--- src/rtl/vid_pkg.sv ---
package vid_pkg;
  localparam int VIDX_W = 5;
  localparam logic [7:0] DEQ_CODE  = 8'h8F;
  localparam logic [7:0] IDLE_CODE = 8'hE8;
  localparam logic [2:0] TAG_WAVE  = 3'b011;
  localparam logic [2:0] TAG_RAMP  = 3'b100;

  typedef enum logic [1:0] {SRC_NONE, SRC_WAVE, SRC_RAMP} src_e;

  function automatic logic [7:0] make_code(src_e src, logic [VIDX_W-1:0] idx);
    case (src)
      SRC_WAVE: make_code = {TAG_WAVE, idx};
      SRC_RAMP: make_code = {TAG_RAMP, idx};
      default:  make_code = IDLE_CODE;
    endcase
  endfunction
endpackage

--- src/rtl/vid_pending_bank.sv ---
module vid_pending_bank #(
  parameter int NUM_VOICES = 31
) (
  input  logic                  clk,
  input  logic                  rst_n,
  input  logic [NUM_VOICES-1:0] set_i,
  input  logic [NUM_VOICES-1:0] clr_i,
  input  logic                  flush_i,
  output logic [NUM_VOICES-1:0] pend_o
);
  for (genvar v = 0; v < NUM_VOICES; v++) begin : g_bit
    always_ff @(posedge clk or negedge rst_n) begin
      if (!rst_n)                       pend_o[v] <= 1'b0;
      else if (set_i[v])                pend_o[v] <= 1'b1;
      else if (flush_i || clr_i[v])     pend_o[v] <= 1'b0;
    end
  end

  // set pulse wins over a same-cycle clear or flush
  assert_set_wins_R10: assert property (@(posedge clk) disable iff (!rst_n)
    (set_i != '0) |=> ((pend_o & $past(set_i)) == $past(set_i)));
endmodule

--- src/rtl/vid_first_set.sv ---
module vid_first_set #(
  parameter int NUM_VOICES = 31,
  parameter int IW = 5
) (
  input  logic [NUM_VOICES-1:0] vec_i,
  output logic                  found_o,
  output logic [IW-1:0]         idx_o,
  output logic [NUM_VOICES-1:0] hot_o
);
  always_comb begin
    idx_o = '0;
    for (int i = NUM_VOICES - 1; i >= 0; i--) begin
      if (vec_i[i]) idx_o = IW'(i);
    end
  end
  assign hot_o   = vec_i & (~vec_i + NUM_VOICES'(1));
  assign found_o = |vec_i;
endmodule

--- src/rtl/voice_irq_dequeue.sv ---
module voice_irq_dequeue
  import vid_pkg::*;
#(
  parameter int NUM_VOICES = 31
) (
  input  logic                  clk,
  input  logic                  rst_n,
  input  logic [NUM_VOICES-1:0] wave_set_i,
  input  logic [NUM_VOICES-1:0] ramp_set_i,
  input  logic                  fsel_wr_i,
  input  logic [7:0]            fsel_data_i,
  input  logic                  rst_reg_wr_i,
  input  logic                  rst_reg_run_i,
  input  logic [7:0]            other_irq_i,
  output logic [7:0]            result_o,
  output logic [NUM_VOICES-1:0] wave_clr_o,
  output logic [NUM_VOICES-1:0] ramp_clr_o,
  output logic [7:0]            irq_status_o,
  output logic                  irq_o
);
  localparam int IW = VIDX_W;

  logic [NUM_VOICES-1:0] wave_pend, ramp_pend, wave_hot, ramp_hot;
  logic [NUM_VOICES-1:0] wave_clr_mask, ramp_clr_mask;
  logic [IW-1:0]         wave_idx, ramp_idx;
  logic                  wave_found, ramp_found;
  logic                  deq_fire, flush, serve_wave, serve_ramp;
  logic                  wave_left, ramp_left;
  logic                  wave_sum_q, ramp_sum_q;
  src_e                  pick_src;

  // named events
  assign deq_fire   = fsel_wr_i && (fsel_data_i == DEQ_CODE);
  assign flush      = rst_reg_wr_i && !rst_reg_run_i;
  assign serve_wave = deq_fire && wave_found;
  assign serve_ramp = deq_fire && !wave_found && ramp_found;

  vid_first_set #(.NUM_VOICES(NUM_VOICES), .IW(IW)) u_wave_pick (
    .vec_i(wave_pend), .found_o(wave_found), .idx_o(wave_idx), .hot_o(wave_hot));
  vid_first_set #(.NUM_VOICES(NUM_VOICES), .IW(IW)) u_ramp_pick (
    .vec_i(ramp_pend), .found_o(ramp_found), .idx_o(ramp_idx), .hot_o(ramp_hot));

  assign wave_clr_mask = serve_wave ? wave_hot : '0;
  assign ramp_clr_mask = serve_ramp ? ramp_hot : '0;

  vid_pending_bank #(.NUM_VOICES(NUM_VOICES)) u_wave_bank (
    .clk(clk), .rst_n(rst_n), .set_i(wave_set_i), .clr_i(wave_clr_mask),
    .flush_i(flush), .pend_o(wave_pend));
  vid_pending_bank #(.NUM_VOICES(NUM_VOICES)) u_ramp_bank (
    .clk(clk), .rst_n(rst_n), .set_i(ramp_set_i), .clr_i(ramp_clr_mask),
    .flush_i(flush), .pend_o(ramp_pend));

  assign wave_left = (wave_pend & ~wave_hot) != '0;
  assign ramp_left = (ramp_pend & ~ramp_hot) != '0;

  always_comb begin
    if (serve_wave)      pick_src = SRC_WAVE;
    else if (serve_ramp) pick_src = SRC_RAMP;
    else                 pick_src = SRC_NONE;
  end

  always_ff @(posedge clk or negedge rst_n) begin
    if (!rst_n) begin
      result_o   <= IDLE_CODE;
      wave_clr_o <= '0;
      ramp_clr_o <= '0;
      wave_sum_q <= 1'b0;
      ramp_sum_q <= 1'b0;
    end else begin
      wave_clr_o <= wave_clr_mask;
      ramp_clr_o <= ramp_clr_mask;
      if (deq_fire)
        result_o <= make_code(pick_src, serve_wave ? wave_idx : ramp_idx);
      if (wave_set_i != '0)              wave_sum_q <= 1'b1;
      else if (flush)                    wave_sum_q <= 1'b0;
      else if (serve_wave && !wave_left) wave_sum_q <= 1'b0;
      if (ramp_set_i != '0)              ramp_sum_q <= 1'b1;
      else if (flush)                    ramp_sum_q <= 1'b0;
      else if (serve_ramp && !ramp_left) ramp_sum_q <= 1'b0;
    end
  end

  assign irq_status_o = other_irq_i | {1'b0, ramp_sum_q, wave_sum_q, 5'b0};
  assign irq_o        = irq_status_o != 8'h00;

  // assertions
  assert_no_trigger_R1: assert property (@(posedge clk) disable iff (!rst_n)
    (fsel_wr_i && fsel_data_i != DEQ_CODE) |=> $stable(result_o));
  assert_wave_first_R2: assert property (@(posedge clk) disable iff (!rst_n)
    (deq_fire && wave_found) |=> (ramp_clr_o == '0 && result_o[7:5] == TAG_WAVE));
  assert_lowest_R3: assert property (@(posedge clk) disable iff (!rst_n)
    wave_found |-> ((wave_pend & (wave_hot - NUM_VOICES'(1))) == '0 && (wave_pend & wave_hot) != '0));
  assert_single_strobe_R4: assert property (@(posedge clk) disable iff (!rst_n)
    $onehot0({wave_clr_o, ramp_clr_o}));
  assert_ramp_tag_R5: assert property (@(posedge clk) disable iff (!rst_n)
    serve_ramp |=> (result_o[7:5] == TAG_RAMP && wave_clr_o == '0));
  assert_idle_code_R6: assert property (@(posedge clk) disable iff (!rst_n)
    (deq_fire && !wave_found && !ramp_found) |=>
      (result_o == IDLE_CODE && wave_clr_o == '0 && ramp_clr_o == '0));
  assert_sum_tracks_R7: assert property (@(posedge clk) disable iff (!rst_n)
    wave_found |-> wave_sum_q);
  assert_flush_R9: assert property (@(posedge clk) disable iff (!rst_n)
    (flush && wave_set_i == '0 && ramp_set_i == '0) |=>
      (wave_pend == '0 && ramp_pend == '0 && !wave_sum_q && !ramp_sum_q));
  assert_set_raises_R11: assert property (@(posedge clk) disable iff (!rst_n)
    (wave_set_i != '0 || ramp_set_i != '0) |=> irq_o);
endmodule

--- config.mk ---
export PLATFORM = sky130hd
export DESIGN_NAME = voice_irq_dequeue
export DESIGN_NICKNAME = d
export VERILOG_FILES = /design/src/rtl/vid_pkg.sv /design/src/rtl/vid_pending_bank.sv /design/src/rtl/vid_first_set.sv /design/src/rtl/voice_irq_dequeue.sv
export SDC_FILE = /design/constraint.sdc
export NUM_CORES = 1
export LEC_CHECK = 0
export BUFFER_PORTS_ARGS = -buffer_cell sky130_fd_sc_hd__buf_2
export CAP_MARGIN = 10
export CORE_ASPECT_RATIO = 0.9
export CORE_MARGIN = 8
export CORE_UTILIZATION = 31
export DETAILED_ROUTE_END_ITERATION = 10
export PLACE_DENSITY_LB_ADDON = 0.2
export SLEW_MARGIN = 10
export SYNTH_ARGS = -nofsm -noshare
export SYNTH_HDL_FRONTEND = slang
export SYNTH_SLANG_ARGS = --single-unit
--- constraint.sdc ---
create_clock -name clk -period 2.95 [get_ports clk]
set_input_delay 0.59 -clock clk [delete_from_list [all_inputs] [get_ports clk]]
set_output_delay 0.59 -clock clk [all_outputs]
set_load 0.03 [all_outputs]
==> results of run 1 <==
-- final timing paths --
kind | to | slack (ns) | cells after the start
worst max-delay path | u_ramp_bank.pend_o[25] | 0.09 | 9
min in group clk | u_wave_bank.pend_o[18] | 0.37 | 2
max in group asynchronous | result_o[7] | 2.13 | 2
worst max register to register | u_ramp_bank.pend_o[25] | 0.09 | 9
worst min-delay path | u_wave_bank.pend_o[25] | 0.13 | 1
worst min register to register | result_o[3] | 0.50 | 2
-- critical path, stage by stage, from the launching register on --
cell	delay (ns)
dfrtp_1	0.37
or4_1	0.62
or4_4	0.64
nor3_4	0.20
buf_4	0.17
o211a_4	0.24
buf_4	0.14
buf_4	0.10
nand2_1	0.04
a31o_2	0.22
-- cell usage after synthesis, drive strengths merged, types with 12 or more instances --
| cell type | number |
|---|---|
| clkbuf | 38 |
| nand2 | 56 |
| inv | 21 |
| nand2b | 18 |
| dfrtp | 130 |
| nor2 | 75 |
| nor3 | 29 |
| and3 | 16 |
| o21bai | 16 |
| nor4 | 31 |
| nand3 | 17 |
| a31o | 37 |
| o211ai | 15 |
| buf | 12 |
| a21oi | 19 |
| o21ai | 26 |
| and2 | 17 |
| or4 | 15 |
-- layer usage --
layer / share of wire, % / global-route usage (%) / vias to the layer above
met5: 0 / 0 / -
met4: 1.7 / 5.85 / 0
met3: 7.0 / 3.66 / 23
met2: 42 / 23.9 / 264
met1: 49 / 25.3 / 3024
li1: - / - / 2942
-- layout make-up --
type / count / share of cell area, %
Multi-Input combinational cell: 488 / 34.4
Sequential cell: 133 / 38.6
Clock inverter: 9 / 0.913
Inverter: 21 / 0.913
Clock buffer: 23 / 5.53
Tap cell: 286 / 4.14
Timing Repair Buffer: 230 / 15.5
-- report_power, final --
group / internal, mW / switching [mW] / total (mW)
registers: 1.89 / 0.0696 / 1.96
logic: 0.172 / 0.249 / 0.420
clock network: 1.22 / 0.796 / 2.02
-- through the flow --
step / instance area, sq um / worst slack [ns] / utilization, %
6_report: 8640 / 0.0855 / 41.5
3_3_place_gp: 8040 / 0.0126 / 38.6
3_5_place_dp: 8040 / -0.0605 / 38.6
5_1_grt: 8640 / -0.0210 / 41.5
4_1_cts: 8590 / 0.0552 / 41.3
2_1_floorplan: 6600 / 0.163 / -
-- cell families (layout without fill, tap and decap cells) --
group	after synthesis	count (layout)	share of synthesized area [%]
adders and majority gates	4	4	0.607
buffers and inverters	71	283	4.85
and+or+nand+nor	320	320	25.9
AOI/OAI and AO/OA	163	164	18.2
DFF	133	133	50.5
-- registers in the layout (all words and copies together), names as in the netlist --
name / flops
ramp_clr_o: 31
u_ramp_bank.pend_o: 31
u_wave_bank.pend_o: 31
wave_clr_o: 31
result_o: 7
ramp_sum_q: 1
wave_sum_q: 1
-- what timing repair did --
item                                    in CTS  in global routing
gates resized for setup                      0                  2
setup buffers                                0                  3
endpoints found under the setup margin       0                 15
==> summary.txt, run 1 <==
Clock network
  – H-tree levels: 4
  – Worst-path clk slew: 0.06 ns
  – Number of hold buffers added after cts: 0
  – CTS buffer count: 17
  – Sink Count: 133
  – Maximum root-to-sink buffer count: 2
  – Root buf cell: clkbuf_16
  – Worst skew pair latency: 0.42 ns
  – CTS tree: built

STA
  – TNS Setup: 0 ns
  – Worst clock skew: 0.0102 ns
  – Fin. max-slew vios: 0
  – Post-layout min period: 2.86 ns
  – Fmax: 0.349 GHz
  – Fin crit share: 97.1%
  – Relative slew slack: 55.9%
  – Setup violators final: 0
  – RSZ-0062 raised after global routing: yes
  – Hold_ws: 0.126 ns
  – Slew at the pin closest to its max-slew limit: 0.656 ns
  – Final hold violation count: 0

Route
  – Via count: 6253
  – Drt pass-1 iters: 7
  – Initial DRC count: 690
  – Post-route ant nets: 0
  – Vias per inst: 5.25
  – Routed WL: 22.8 mm
  – Routed wire per std cell: 19.2 um
  – Drc violations: 0

Logic synthesis
  – Yosys warns: 0
  – Asr flop ratio synth: 100%
  – Yosys cell types: 61
  – Top_reg_cell synth: dfrtp_1
  – Post-Syn Area: 6600 sq um
  – Syn_area_per_cell: 9.55 sq um
  – EDFF count, synth: 0
  – Main area contributors after synthesis: dfrtp_1 (49%), a31o_2 (4.4%), nor2_1 (4.2%)
  – Post-synthesis sequential area ratio: 50.5%
  – Mapped Nets: 774
  – Gate Count Post-Synth: 691
  – Yosys top cell by area: dfrtp_1
  – Top-area cell type share of the netlist area: 49.3%
  – Synth Register Bits: 133

Placed design
  – Input/output buffers: 161
  – Final GP Congestion: 0.903
  – Placed insts: 1154
  – Hpwl dp: 17.2 mm

Floorplanning
  – Io pins: 162
  – Core ar.: 20800 sq um
  – Die width: 170 um
  – Die area: 26200 sq um
  – Row cnt: 50
  – Die height: 154 um
  – Initial Util: 31.7%

Final layout
  – Total of fill cells in the finished design: 2097
  – Nets: 974
  – Fin cells: 1190
  – Diodes inserted: 0
  – Share of cells above drive strength 1: 35.3%
  – Commonest non-fill, non-tap cell in the layout: buf_2
  – Most frequent cells in the layout: buf_2 (160), dfrtp_1 (130), nor2_1 (74), buf_4 (68), nand2_1 (56)
  – Sequential cell area: 3330 sq um
  – Area Overhead vs Synth: 30.9%
  – Area of the multi-input gates: 2970 sq um

Worst setup path
  – Worst reg2reg startpoint: u_wave_bank.pend_o[12]
  – Crit Path Class: reg2reg
  – CP endpoint kind: flop
  – Worst Setup SP: u_wave_bank.pend_o[12]
  – Type of origin of the critical path: flop
  – Max FO, Critical Path: 8
  – WP data required: 3.25 ns
  – Crit path DAT: 3.17 ns

Power
  – Maximum vdd drop: 278 uV
  – Final Power: 4.39 mW
  – Static Leakage: 3.93 nW
  – P per Cell Area: 508 nW/um^2

GRT
  – Largest net degree at the start of global routing: 59
  – Initial antenna violation count: 0
  – GRT Total Usage: 17.1%
  – First-pass GRT wire length: 35.1 mm
  – Vias in the first global route: 6133
  – Remaining Overflow, GRT: 0

Run status
  – Status: finished clean

Run
  – Count of max-cap constraint violations: 0

Worst hold path
  – Hold WC Path Type: in2async
No activity file was read; power rests on OpenSTA's default activity.
==> inputs of run 2 (changes only) <==
- ABC_AREA: default -> 1
==> run 2 against run 1 <==
Against the previous run: hold slack better by 0.030 ns; synthesized area is 0.64% lower; critical path depth is 13 higher; register-to-register slack better by 0.19 ns; non-clock buffer count is 49 lower; sequential share of layout area is 0.68 points higher; sequential power hardly changed; critical path type unchanged.
==> summary.txt, run 2 <==
STA
  – Setup violators final: 0 (unchanged)
  – TNS Setup: 0 ns (unchanged)
  – Relative slew slack: 50.5% (was 55.9%)
  – Fmax: 0.373 GHz (was 0.349 GHz)
  – Final hold violation count: 0 (unchanged)
  – Worst clock skew: 0.00808 ns (was 0.0102 ns)
  – Hold_ws: 0.156 ns (was 0.126 ns)
  – Slew at the pin closest to its max-slew limit: 0.736 ns (was 0.656 ns)
  – Fin. max-slew vios: 0 (unchanged)
  – Post-layout min period: 2.68 ns (was 2.86 ns)
  – RSZ-0062 raised after global routing: yes (unchanged)
  – Slack of the critical path: 0.271 ns (was 0.0855 ns)
  – Fin crit share: 90.8% (was 97.1%)

Final layout
  – Most frequent cells in the layout: buf_2 (160), inv_1 (151), nand2_1 (131), dfrtp_1 (127), nor2_1 (69) (was buf_2 (160), dfrtp_1 (130), nor2_1 (74), buf_4 (68), nand2_1 (56))
  – Share of cells above drive strength 1: 28.4% (was 35.3%)
  – Diodes inserted: 0 (unchanged)
  – Final Core Density: 40.9% (was 41.5%)
  – Commonest non-fill, non-tap cell in the layout: buf_2 (unchanged)
  – Area Overhead vs Synth: 29.6% (was 30.9%)
  – Nets: 1046 (was 974)

Logic synthesis
  – Synth Register Bits: 133 (unchanged)
  – Post-Syn Area: 6560 sq um (was 6600 sq um)
  – EDFF count, synth: 0 (unchanged)
  – Top-count cell post-synth: inv_1 (was dfrtp_1)
  – Most common library cells after synthesis: inv_1 (151), nand2_1 (132), dfrtp_1 (130) (was dfrtp_1 (130), nor2_1 (74), nand2_1 (56))
  – Yosys top cell by area: dfrtp_1 (unchanged)
  – Mapped Nets: 864 (was 774)
  – Main area contributors after synthesis: dfrtp_1 (50%), inv_1 (8.6%), nand2_1 (7.6%) (was dfrtp_1 (49%), a31o_2 (4.4%), nor2_1 (4.2%))
  – Top_reg_cell synth: dfrtp_1 (unchanged)
  – Syn_area_per_cell: 8.39 sq um (was 9.55 sq um)
  – Yosys cell types: 43 (was 61)
  – Post-synthesis sequential area ratio: 50.8% (was 50.5%)
  – Top-area cell type share of the netlist area: 49.6% (was 49.3%)
  – Asr flop ratio synth: 100% (unchanged)
  – Yosys warns: 0 (unchanged)
  – Gate Count Post-Synth: 781 (was 691)

GRT
  – GRT Total Usage: 16.1% (was 17.1%)
  – Initial antenna violation count: 2 (was 0)
  – Vias in the first global route: 6104 (was 6133)
  – Remaining Overflow, GRT: 0 (unchanged)
  – Largest net degree at the start of global routing: 64 (was 59)
  – First-pass GRT wire length: 33.0 mm (was 35.1 mm)

Worst setup path
  – Most frequent CP cell: inv_2 (was buf_4)
  – Crit path buffers/inverters: 6 (was 3)
  – Crit Path Class: reg2reg (unchanged)
  – Worst reg2reg startpoint: u_wave_bank.pend_o[0] (was u_wave_bank.pend_o[12])
  – CP max stage cell: dfrtp_1 (was or4_4)
  – Worst-path cell chain: nor2_4 -> nand3_4 -> inv_2 -> nand2_4 -> nor2_4 -> inv_2 -> nor2_2 -> inv_2 -> nor2_4 -> inv_2 -> nor3_4 -> inv_2 -> nor2_4 -> nand3_2 -> inv_2 -> nand4_1 -> nand2_1 -> nand3_1 -> nor3_2 -> nand4_1 -> nand3_1 -> nand2_1 (was or4_1 -> or4_4 -> nor3_4 -> buf_4 -> o211a_4 -> buf_4 -> buf_4 -> nand2_1 -> a31o_2)
  – Type of origin of the critical path: flop (unchanged)
  – Worst Setup SP: u_wave_bank.pend_o[0] (was u_wave_bank.pend_o[12])
  – Max FO, Critical Path: 6 (was 8)
  – Crit path DAT: 2.99 ns (was 3.17 ns)
  – WP data required: 3.26 ns (was 3.25 ns)
  – CP peak stage delay: 0.43 ns (was 0.64 ns)
  – Crit path max-delay family: simple AND/OR/NAND/NOR gates (unchanged)
  – CP endpoint kind: flop (unchanged)

Placed design
  – Pre-CTS WS: 0.254 ns (was -0.0605 ns)
  – Final GP Congestion: 0.856 (was 0.903)
  – Hpwl dp: 16.0 mm (was 17.2 mm)
  – Input/output buffers: 161 (unchanged)

Route
  – Vias per inst: 4.65 (was 5.25)
  – Via count: 5858 (was 6253)
  – Post-route ant nets: 0 (unchanged)
  – Drc violations: 0 (unchanged)
  – Initial DRC count: 393 (was 690)
  – Drt pass-1 iters: 4 (was 7)
  – Routed wire per std cell: 16.4 um (was 19.2 um)
  – Routed WL: 20.7 mm (was 22.8 mm)

Clock network
  – Number of hold buffers added after cts: 0 (unchanged)
  – CTS tree: built (unchanged)
  – Sink Count: 133 (unchanged)
  – Maximum root-to-sink buffer count: 2 (unchanged)
  – Worst skew pair latency: 0.42 ns (about the same)
  – Worst-path clk slew: 0.06 ns (about the same)
  – CTS buffer count: 17 (unchanged)
  – H-tree levels: 4 (unchanged)
  – Root buf cell: clkbuf_16 (unchanged)

Worst hold path
  – Hold WC Path Type: in2async (unchanged)

Floorplanning
  – Die area: 26100 sq um (was 26200 sq um)
  – Core ar.: 20800 sq um (about the same)
  – Initial Util: 31.6% (was 31.7%)
  – Die width: 169 um (was 170 um)
  – Die height: 154 um (about the same)
  – Io pins: 162 (unchanged)
  – Row cnt: 50 (unchanged)

Power
  – Final Power: 4.69 mW (was 4.39 mW)
  – Static Leakage: 4.37 nW (was 3.93 nW)
  – Maximum vdd drop: 280 uV (was 278 uV)
  – P per Cell Area: 552 nW/um^2 (was 508 nW/um^2)

Run status
  – Status: finished clean (unchanged)

Run
  – Count of max-cap constraint violations: 0 (unchanged)
-- run 2: path summary, 6_finish.rpt --
| kind | to | slack [ns] | depth (start not counted) |
|---|---|---|---|
| worst min register to register | result_o[3] | 0.49 | 2 |
| min in group clk | u_ramp_bank.pend_o[27] | 0.37 | 3 |
| worst max-delay path | wave_sum_q | 0.27 | 22 |
| max in group asynchronous | u_wave_bank.pend_o[3] | 2.05 | 2 |
| worst max register to register | wave_sum_q | 0.27 | 22 |
| worst min-delay path | ramp_clr_o[29] | 0.16 | 1 |
-- run 2: metrics by stage --
step	cells	instance area, sq um
5_1_grt	1261	8500
2_1_floorplan	781	6560
3_3_place_gp	1228	7790
4_1_cts	1259	8440
3_5_place_dp	1228	7790
6_report	1261	8500
-- run 2: report_power, final --
| part | switching, mW | internal, mW | total (mW) | leakage [nW] |
|---|---|---|---|---|
| Sequential | 0.0649 | 1.89 | 1.95 | 1.59 |
| Clock | 0.790 | 1.56 | 2.35 | 0.313 |
| Combinational | 0.248 | 0.136 | 0.383 | 2.47 |
| Total | 1.10 | 3.59 | 4.69 | 4.37 |
-- run 2: metal layers --
layer / track usage (%) / wire length (um) / up-vias
met1: 22.6 / 10200 / 2733
met4: 5.47 / 317 / 4
met3: 4.94 / 1520 / 30
li1: - / - / 2922
met5: 0 / 23 / -
met2: 22.9 / 8650 / 169
-- run 2: timing repair --
| action | 4_1_cts | 5_1_grt |
|---|---|---|
| setup buffers | 0 | 2 |
| setup endpoints to repair | 0 | 4 |
| resized for setup | 0 | 13 |
-- run 2: cell type report --
class	instances	area, sq um
clock buffer	23	478
clock inverter	8	171
fill	2170	12300
inverter	165	619
multi-input combinational	465	2560
sequential	133	3340
tap	286	358
timing repair buffer	181	975
-- run 2: worst register-to-register path, stage by stage (launching register included) --
cell	delay (ns)
dfrtp_1	0.43
nor2_4	0.18
nand3_4	0.10
inv_2	0.10
nand2_4	0.08
nor2_4	0.12
inv_2	0.05
nor2_2	0.08
inv_2	0.07
nor2_4	0.09
inv_2	0.07
nor3_4	0.13
inv_2	0.09
nor2_4	0.10
nand3_2	0.09
inv_2	0.07
nand4_1	0.09
nand2_1	0.08
nand3_1	0.08
nor3_2	0.22
nand4_1	0.11
nand3_1	0.09
nand2_1	0.05
-- run 2: cells by family after synthesis --
logic type             Yosys count  synth area share [%]
AOI/OAI and AO/OA              122                  13.1
and+or+nand+nor                343                  25.2
DFF                            133                  50.8
buffers and inverters          183                  10.9
